==> src/rtl/mbp_pkg.sv <==
package mbp_pkg;
  localparam int NUM_SLOTS = 4;
  localparam int NUM_BOUNDS = NUM_SLOTS - 1;
  localparam int SHORT_SLOTS = 2;

  typedef enum logic {
    PIPE_FULL  = 1'b0,
    PIPE_SHORT = 1'b1
  } pipe_mode_e;
endpackage

==> src/rtl/mbp_slot.sv <==
module mbp_slot #(
  parameter int MBW = 14
) (
  input  logic           clk,
  input  logic           rst_n,
  input  logic           adv,
  input  logic           in_occ,
  input  logic [MBW-1:0] in_mb,
  input  logic           done,
  output logic           occ,
  output logic [MBW-1:0] mb,
  output logic           fin,
  output logic           start
);
  logic accept_done;
  assign accept_done = done & occ & ~fin & ~start;

  always_ff @(posedge clk or negedge rst_n) begin
    if (!rst_n) begin
      occ   <= 1'b0;
      mb    <= '0;
      fin   <= 1'b0;
      start <= 1'b0;
    end else if (adv) begin
      occ   <= in_occ;
      mb    <= in_occ ? in_mb : '0;
      fin   <= 1'b0;
      start <= in_occ;
    end else begin
      start <= 1'b0;
      if (accept_done) fin <= 1'b1;
    end
  end


  start_cycle_done_chk: assert property (@(posedge clk) disable iff (!rst_n)
    start |=> !fin);


  fin_hold_chk: assert property (@(posedge clk) disable iff (!rst_n)
    (fin && !adv) |=> fin);
endmodule

==> src/rtl/mbp_frame_ctrl.sv <==
module mbp_frame_ctrl
  import mbp_pkg::*;
#(
  parameter int MBW = 14
) (
  input  logic                 clk,
  input  logic                 rst_n,
  input  logic                 frame_start,
  input  logic [MBW-1:0]       frame_mbs,
  input  logic                 two_stage,
  input  logic [NUM_SLOTS-1:0] occ,
  input  logic [NUM_SLOTS-1:0] fin,
  input  logic                 tail_occ,
  input  logic [MBW-1:0]       tail_mb,
  output logic                 adv,
  output logic                 active,
  output pipe_mode_e           mode_q,
  output logic [MBW-1:0]       next_mb,
  output logic                 feed_occ,
  output logic                 frame_done
);
  logic [MBW-1:0] total_q;
  logic           all_fin;
  logic           finish;
  logic           accept;

  assign all_fin  = &(~occ | fin);
  assign adv      = active & all_fin;
  assign feed_occ = active & (next_mb < total_q);
  assign finish   = tail_occ & (tail_mb == total_q - MBW'(1));
  assign accept   = ~active & frame_start & (frame_mbs != '0);

  always_ff @(posedge clk or negedge rst_n) begin
    if (!rst_n) begin
      active     <= 1'b0;
      total_q    <= '0;
      next_mb    <= '0;
      mode_q     <= PIPE_FULL;
      frame_done <= 1'b0;
    end else begin
      frame_done <= 1'b0;
      if (accept) begin
        active  <= 1'b1;
        total_q <= frame_mbs;
        next_mb <= '0;
        mode_q  <= two_stage ? PIPE_SHORT : PIPE_FULL;
      end else if (adv) begin
        if (feed_occ) next_mb <= next_mb + MBW'(1);
        if (finish) begin
          active     <= 1'b0;
          frame_done <= 1'b1;
        end
      end
    end
  end


  feed_bound_chk: assert property (@(posedge clk) disable iff (!rst_n)
    active |-> (next_mb <= total_q));


  done_pulse_chk: assert property (@(posedge clk) disable iff (!rst_n)
    frame_done |=> !frame_done);


  done_idle_chk: assert property (@(posedge clk) disable iff (!rst_n)
    frame_done |-> !active);
endmodule

==> src/rtl/mbp_bufsel.sv <==
module mbp_bufsel #(
  parameter int NB = 3
) (
  input  logic          clk,
  input  logic          rst_n,
  input  logic          adv,
  output logic [NB-1:0] sel
);
  for (genvar b = 0; b < NB; b++) begin : g_bound
    always_ff @(posedge clk or negedge rst_n) begin
      if (!rst_n)   sel[b] <= 1'b0;
      else if (adv) sel[b] <= ~sel[b];
    end
  end
endmodule

==> src/rtl/mb_pipe_sched.sv <==
module mb_pipe_sched
  import mbp_pkg::*;
#(
  parameter int MBW = 14
) (
  input  logic                     clk,
  input  logic                     rst_n,
  input  logic                     frame_start,
  input  logic [MBW-1:0]           frame_mbs,
  input  logic                     two_stage,
  input  logic [NUM_SLOTS-1:0]     stage_done,
  output logic [NUM_SLOTS-1:0]     stage_start,
  output logic [NUM_SLOTS-1:0]     stage_busy,
  output logic [NUM_SLOTS*MBW-1:0] stage_mb,
  output logic [NUM_BOUNDS-1:0]    buf_sel,
  output logic                     frame_busy,
  output logic                     frame_done
);
  logic [NUM_SLOTS-1:0] occ, fin, start, in_occ;
  logic [MBW-1:0]       mb    [NUM_SLOTS];
  logic [MBW-1:0]       in_mb [NUM_SLOTS];
  logic                 adv, active, feed_occ;
  logic                 tail_occ;
  logic [MBW-1:0]       tail_mb, next_mb;
  pipe_mode_e           mode_q;

  assign tail_occ = (mode_q == PIPE_SHORT) ? occ[SHORT_SLOTS-1] : occ[NUM_SLOTS-1];
  assign tail_mb  = (mode_q == PIPE_SHORT) ? mb[SHORT_SLOTS-1]  : mb[NUM_SLOTS-1];

  mbp_frame_ctrl #(.MBW(MBW)) u_ctrl (
    .clk        (clk),
    .rst_n      (rst_n),
    .frame_start(frame_start),
    .frame_mbs  (frame_mbs),
    .two_stage  (two_stage),
    .occ        (occ),
    .fin        (fin),
    .tail_occ   (tail_occ),
    .tail_mb    (tail_mb),
    .adv        (adv),
    .active     (active),
    .mode_q     (mode_q),
    .next_mb    (next_mb),
    .feed_occ   (feed_occ),
    .frame_done (frame_done)
  );

  for (genvar i = 0; i < NUM_SLOTS; i++) begin : g_slot
    if (i == 0) begin : g_head
      assign in_occ[i] = feed_occ;
      assign in_mb[i]  = next_mb;
    end else if (i < SHORT_SLOTS) begin : g_core
      assign in_occ[i] = occ[i-1];
      assign in_mb[i]  = mb[i-1];
    end else begin : g_ext
      assign in_occ[i] = occ[i-1] & (mode_q == PIPE_FULL);
      assign in_mb[i]  = mb[i-1];
    end

    mbp_slot #(.MBW(MBW)) u_slot (
      .clk   (clk),
      .rst_n (rst_n),
      .adv   (adv),
      .in_occ(in_occ[i]),
      .in_mb (in_mb[i]),
      .done  (stage_done[i]),
      .occ   (occ[i]),
      .mb    (mb[i]),
      .fin   (fin[i]),
      .start (start[i])
    );

    assign stage_mb[i*MBW +: MBW] = mb[i];
  end

  mbp_bufsel #(.NB(NUM_BOUNDS)) u_bufsel (
    .clk  (clk),
    .rst_n(rst_n),
    .adv  (adv),
    .sel  (buf_sel)
  );

  assign stage_start = start;
  assign stage_busy  = occ;
  assign frame_busy  = active;


  lockstep_chk: assert property (@(posedge clk) disable iff (!rst_n)
    (|stage_start) |-> $past(&(~occ | fin)));


  short_slots_chk: assert property (@(posedge clk) disable iff (!rst_n)
    (mode_q == PIPE_SHORT) |-> (occ[NUM_SLOTS-1:SHORT_SLOTS] == '0));


  buf_toggle_chk: assert property (@(posedge clk) disable iff (!rst_n)
    (|stage_start) |-> (buf_sel == ~$past(buf_sel)));


  slot_order_chk: assert property (@(posedge clk) disable iff (!rst_n)
    (start[0] && start[1]) |-> (mb[1] + MBW'(1) == mb[0]));
endmodule

==> config.mk <==
export PLATFORM = sky130hd
export DESIGN_NAME = mb_pipe_sched
export DESIGN_NICKNAME = d
export VERILOG_FILES = /design/src/rtl/mbp_pkg.sv /design/src/rtl/mbp_slot.sv /design/src/rtl/mbp_frame_ctrl.sv /design/src/rtl/mbp_bufsel.sv /design/src/rtl/mb_pipe_sched.sv
export SDC_FILE = /design/constraint.sdc
export NUM_CORES = 1
export LEC_CHECK = 0
export BUFFER_PORTS_ARGS = -buffer_cell sky130_fd_sc_hd__buf_4
export CORE_ASPECT_RATIO = 0.75
export CORE_MARGIN = 3
export CORE_UTILIZATION = 55
export CTS_CLUSTER_DIAMETER = 40
export DETAILED_ROUTE_END_ITERATION = 16
export GPL_ROUTABILITY_DRIVEN = 0
export GPL_TIMING_DRIVEN = 0
export PLACE_DENSITY = 0.87
export SYNTH_ARGS = -nofsm -noshare
export SYNTH_HDL_FRONTEND = slang
export SYNTH_HIERARCHICAL = 1
export SYNTH_SLANG_ARGS = --single-unit
==> constraint.sdc <==
create_clock -name clk -period 5.5 [get_ports clk]
set_input_delay 0.275 -clock clk [delete_from_list [all_inputs] [get_ports clk]]
set_output_delay 0.275 -clock clk [all_outputs]
set_load 0.005 [all_outputs]
==> results.toml, run 1 <==
[status]
status = "finished clean"

[synth]
syn_area_sq_um = 5280
synth_cell_type_count = 53
synth_edf_count = 0
ys.flop_type = "dfrtp_1"
synth_top_cell_by_area = "dfrtp_1"
synth-seq-cells = 102
synth_common_cells = "dfrtp_1, inv_1, nand3_1"
synth_top_area_share = 0.483
yosysMostFrequentCell = "dfrtp_1"
syn-num-nets = 581
netlist_instances = 544
synth.area.top_cells = "dfrtp_1, nand3_1, inv_1"
async_reset_ff_frac = 1.00
ys_warn_count = 6
ys_seq_area_frac = 0.483
avgSynthCellArea_sq_um = 9.71

[floorplan]
core_sq_um = 9200
initial_utilization = 0.574
boundaryPins = 91
die_area_sq_um = 10800
die_w_microns = 119
num_rows = 30
fp.dieH_microns = 90.9

[global_routing]
grt_pass1_wl_microns = 23300
grt_max_degree = 103
track_usage = 0.271
antenna_found_initial = 0
overflow = 0
grt_pass1_vias = 4541

[final_layout]
multi_input_area_sq_um = 2190
syn_to_final_growth_pct = 21.1
fin_nets = 682
antennaDiodeCount = 0
drive_gt1_frac = 0.237
fillers = 703
stdcell_count = 777
ff_latch_area_sq_um = 2550

[timing]
clock_skew_ns = 0.00777
fin_crit_ns = 2.62
timing.final.crit_share = 0.476
rsz0062_at_grt = "false"
fin_ws_ns = 2.88
final_max_slew_viol_count = 0
tightestPinTransition_ns = 0.912
hold_violations = 0
setup_tns_ns = 0
clock.fmax_mhz = 382
setup_viol = 0
max_slew_margin = 0.392

[power]
ir_drop_mv = 0.290
cellPowerDensity_nw_per_um2 = 512
leakage_nw = 2.97

[placed_design]
port_buffers = 90
place_ws_ns = 2.92
placed_cells = 762
dpl.hpwl_microns = 10500

[detailed_routing]
drt-initial-drc-count = 400
wire_per_inst_microns = 18.0
route.detailed.drc = 0
dr.pass1.iters = 5
ant_nets = 0
wirelength_microns = 14000
routed_via_density = 5.73
routed-via-count = 4454

[clock_network]
clock-sinks = 102
holdBufCountCts = 0
cts_buffer_depth = 2
cts_setup_buffers = 0
cts_made_buffers = 9
cts_tree = "built"
insertion_delay_ns = 0.35
ctsHtreeMaxLevel = 3
root_buffer = "clkbuf_16"
cts_resized = 0
clk_pin_slew_worst_paths_ns = 0.07

[critical_path]
end_kind = "register"
critPathKind = "register to register"
crit_fanout = 10
cp.arrival_ns = 2.84
startpoint = "u_ctrl/total_q[5]$_DFFE_PN0P_"
ff2ff_setup_slack_ns = 2.88
rr_startpoint = "u_ctrl/total_q[5]$_DFFE_PN0P_"
r2r_end = "u_ctrl/next_mb[11]$_DFFE_PN0P_"
worst_setup_path_start_kind = "register"
timing.critical_path.to = "u_ctrl/next_mb[11]$_DFFE_PN0P_"
worst_ep_required_time_ns = 5.72
reg2reg_depth = 10

[hold_path]
hold_path_class = "input pin to async pin"

[flow_run]
maxCapViolations = 0
[sequential cells by signal, summed over array words and instances, names as in the netlist]
register / cells
u_ctrl/total_q: 14
u_ctrl/active: 1
u_ctrl/mode_q: 1
u_ctrl/next_mb: 14
g_slot.u_slot/fin: 4
g_slot.u_slot/occ: 4
u_ctrl/frame_done: 1
g_slot.u_slot/start: 4
u_bufsel/sel: 3
g_slot.u_slot/mb: 56
[cells by family (layout without fill, tap and decap cells)]
kind of cell / Yosys count / after routing / synth area share
AND/OR/NAND/NOR: 165 / 165 / 0.168
buffers and inverters: 107 / 212 / 0.102
adder cells (fa/ha/maj): 15 / 15 / 0.0355
AO/OA/AOI/OAI: 112 / 112 / 0.127
XOR/XNOR: 28 / 28 / 0.0464
flip-flops: 102 / 102 / 0.483
multiplexers: 15 / 15 / 0.0377
[worst max-delay path: stages (launching register included)]
cell and delay (ns):
dfrtp_1 0.33, buf_2 0.21, inv_1 0.12, ha_1 0.30
and3_1 0.16, a221oi_1 0.32, o21ai_1 0.12, clkbuf_1 0.25
nor4b_1 0.46, xnor2_1 0.17, nor2_1 0.05
[cell type report]
type	count	share of cell area
flip-flops and latches	102	0.399
multi-input cells	335	0.343
repair buffers	90	0.106
inverters	78	0.0458
plain buffers	29	0.0382
clock buffers	10	0.0374
well taps	128	0.0250
clock inverters	5	0.00548
[worst min-delay path by stage]
stage | from | to | cells after the start
2_1_floorplan | rst_n | g_slot[0].u_slot/fin$_DFFE_PN0P_ | 0
3_3_place_gp | u_bufsel/sel[0]$_DFFE_PN0P_ | u_bufsel/sel[0]$_DFFE_PN0P_ | 1
3_5_place_dp | u_bufsel/sel[1]$_DFFE_PN0P_ | u_bufsel/sel[1]$_DFFE_PN0P_ | 1
4_1_cts | two_stage | u_ctrl/mode_q$_DFFE_PN0P_ | 3
5_1_grt | rst_n | g_slot[3].u_slot/mb[10]$_DFFE_PN0P_ | 1
6_report | rst_n | g_slot[3].u_slot/mb[10]$_DFFE_PN0P_ | 1
[cells in the final DEF (no fill, tap or decap), types with 5 or more instances in the layout]
cell and count:
clkbuf_16 9, buf_6 14, nor2_1 16, xnor2_1 19
and2_1 6, buf_4 94, nand2_1 28, a21o_1 5
nor4_1 6, mux2_2 7, dfrtp_1 102, clkbuf_1 8
o21ai_0 20, nor3_1 10, o21ai_1 58, a21oi_1 7
xor2_1 9, ha_1 15, nand3_1 63, inv_1 78
mux2_4 8, nand4_1 6, nor2_2 5
[where the power goes]
group	switching [mW]	internal, mW
logic	0.788	0.655
clock network	0.276	0.317
registers	0.269	0.967
total	1.33	1.94
[per-layer routing]
| metal | track usage | routed length (microns) | vias up |
|---|---|---|---|
| met2 | 0.419 | 6180 | 237 |
| met3 | 0.0877 | 1440 | 33 |
| met5 | 0 | 0 | - |
| met4 | 0.0781 | 293 | 0 |
| met1 | 0.367 | 6040 | 2124 |
| li1 | - | - | 2060 |
[through the flow]
step / total power, mW / util / hold slack (ns) / area, sq um
final: 3.27 / 0.695 / 0.0219 / 6390
after global routing: 3.50 / 0.695 / 0.101 / 6390
after CTS: 3.27 / 0.695 / 0.137 / 6390
after detailed placement: 2.66 / 0.665 / 0.466 / 6120
after global placement: 2.58 / 0.665 / 0.455 / 6120
after floorplan: 2.10 / - / -0.0206 / 5280
No activity file was read; power rests on OpenSTA's default activity.
==> run 2: changes to the inputs <==
==> constraint.sdc (replaced) <==
create_clock -name clk -period 2.7 [get_ports clk]
set_input_delay 0.135 -clock clk [delete_from_list [all_inputs] [get_ports clk]]
set_output_delay 0.135 -clock clk [all_outputs]
set_load 0.005 [all_outputs]
==> results.toml, run 2 (synthesis gave the netlist of run 1 again) <==
[floorplan]
boundaryPins = 91
initial_utilization = 0.574
core_sq_um = 9200
fp.dieH_microns = 90.9
die_area_sq_um = 10800
die_w_microns = 119
num_rows = 30

[critical_path]
critPathKind = "register to register"
worst_ep_required_time_ns = 2.93
end_kind = "register"
worst-path-stages = 8
critPathBufInv = 1
cpLargestDelayFamily = "simple AND/OR/NAND/NOR gates"
critPathMaxStageDelay_ns = 0.53
worst_setup_path_start_kind = "register"
rr_startpoint = "u_ctrl/total_q[0]$_DFFE_PN0P_"
cp.arrival_ns = 2.78
startpoint = "u_ctrl/total_q[0]$_DFFE_PN0P_"
crit_chain = "inv_1 > ha_1 > or4b_4 > nor4_2 > nand3_1 > a2111o_1 > a2111oi_4 > nor2_2"
cp_slowest_cell = "or4b_4"
crit_fanout = 6
reg2reg_depth = 8

[clock_network]
ctsHtreeMaxLevel = 3
clock-sinks = 102
cts_buffer_depth = 2
root_buffer = "clkbuf_16"
cts_tree = "built"
clk_pin_slew_worst_paths_ns = 0.07
cts_made_buffers = 9
insertion_delay_ns = 0.35

[detailed_routing]
routed_via_density = 5.73
met1_length_microns = 6140
routed-via-count = 4461
route.detailed.drc = 0
routed-wl-met3_microns = 1370
ant_nets = 0
wirelength_microns = 14100
dr.pass1.iters = 5
top_layer = "met4"
dr_wl_met2_microns = 6280
wire_per_inst_microns = 18.1
drt-initial-drc-count = 386

[timing]
timing.final.crit_share = 0.946
clock_skew_ns = 0.00949
tightestPinTransition_ns = 0.939
fin_ws_ns = 0.146
fin_crit_ns = 2.55
holdWs_ns = 0.00812
setup_viol = 0
max_slew_margin = 0.374
rsz0062_at_grt = "false"
setup_tns_ns = 0
final_max_slew_viol_count = 0
hold_violations = 0
clock.fmax_mhz = 392

[final_layout]
regMostFlops = "g_slot.u_slot/mb"
antennaDiodeCount = 0
reg.largest.list = "g_slot.u_slot/mb: 56 flops, u_ctrl/next_mb: 14 flops, u_ctrl/total_q: 14 flops"
final_util = 0.698
final_common_cell = "dfrtp_1"
syn_to_final_growth_pct = 21.6
layout_common_cells = "dfrtp_1, buf_4, inv_1, nand3_1, o21ai_1"
largest_reg_flops = 56
fin_nets = 683
drive_gt1_frac = 0.242

[hold_path]
hold_path_class = "input pin to register"
hold_start = "frame_mbs[9]"
hold-path-cell-count = 3

[global_routing]
grt_pass1_wl_microns = 23300
antenna_found_initial = 0
overflow = 0
grt_max_degree = 103
grt_pass1_vias = 4544
track_usage = 0.271

[power]
ir_drop_mv = 0.590
total_power_mw = 6.69
leakage_nw = 2.98
cellPowerDensity_nw_per_um2 = 1040

[status]
status = "finished clean"

[placed_design]
port_buffers = 90
place_ws_ns = 0.123
dpl.hpwl_microns = 10500

[flow_run]
maxCapViolations = 0
==> run 2: cell type report <==
cell class / instances / area (sq um)
well taps: 128 / 160
clock inverters: 5 / 35.0
repair buffers: 92 / 699
clock buffers: 10 / 239
flip-flops and latches: 102 / 2550
inverters: 78 / 297
plain buffers: 28 / 241
fillers: 700 / 2770
multi-input cells: 335 / 2200
==> run 2: worst min-delay path, stage by stage <==
cell	delay [ns]
buf_4	0.09
nand2_1	0.04
o21ai_0	0.06
==> run 2: per-stage QoR <==
stage | area (sq um) | instances
2_1_floorplan | 5280 | 544
3_3_place_gp | 6120 | 762
3_5_place_dp | 6120 | 762
4_1_cts | 6400 | 778
5_1_grt | 6420 | 778
6_report | 6420 | 778
==> run 2: where the power goes <==
group | internal [mW] | switching (mW) | leakage, nW
Sequential | 1.97 | 0.549 | 1.36
Combinational | 1.34 | 1.62 | 1.49
Clock | 0.647 | 0.565 | 0.135
==> run 2: final timing paths <==
| check | to | slack [ns] |
|---|---|---|
| max | u_ctrl/active$_DFFE_PN0P_ | 0.15 |
| min | u_ctrl/total_q[9]$_DFFE_PN0P_ | 0.008 |
| max reg2reg | u_ctrl/active$_DFFE_PN0P_ | 0.15 |
| max in group asynchronous | u_ctrl/next_mb[6]$_DFFE_PN0P_ | 1.58 |
| min in group asynchronous | g_slot[3].u_slot/mb[10]$_DFFE_PN0P_ | 0.42 |
| min reg2reg | u_bufsel/sel[1]$_DFFE_PN0P_ | 0.48 |
==> run 2: routing by layer <==
metal | GRT usage | up-vias
li1 | - | 2063
met2 | 0.419 | 225
met3 | 0.0877 | 29
met1 | 0.368 | 2144
met4 | 0.0781 | 0
met5 | 0 | -
==> run 2: timing repair <==
item	CTS	global route
buffers inserted	0	0
hold buffers	1	1
gates resized for setup	0	5
setup endpoints to repair	0	19
hold endpoints to repair	1	50
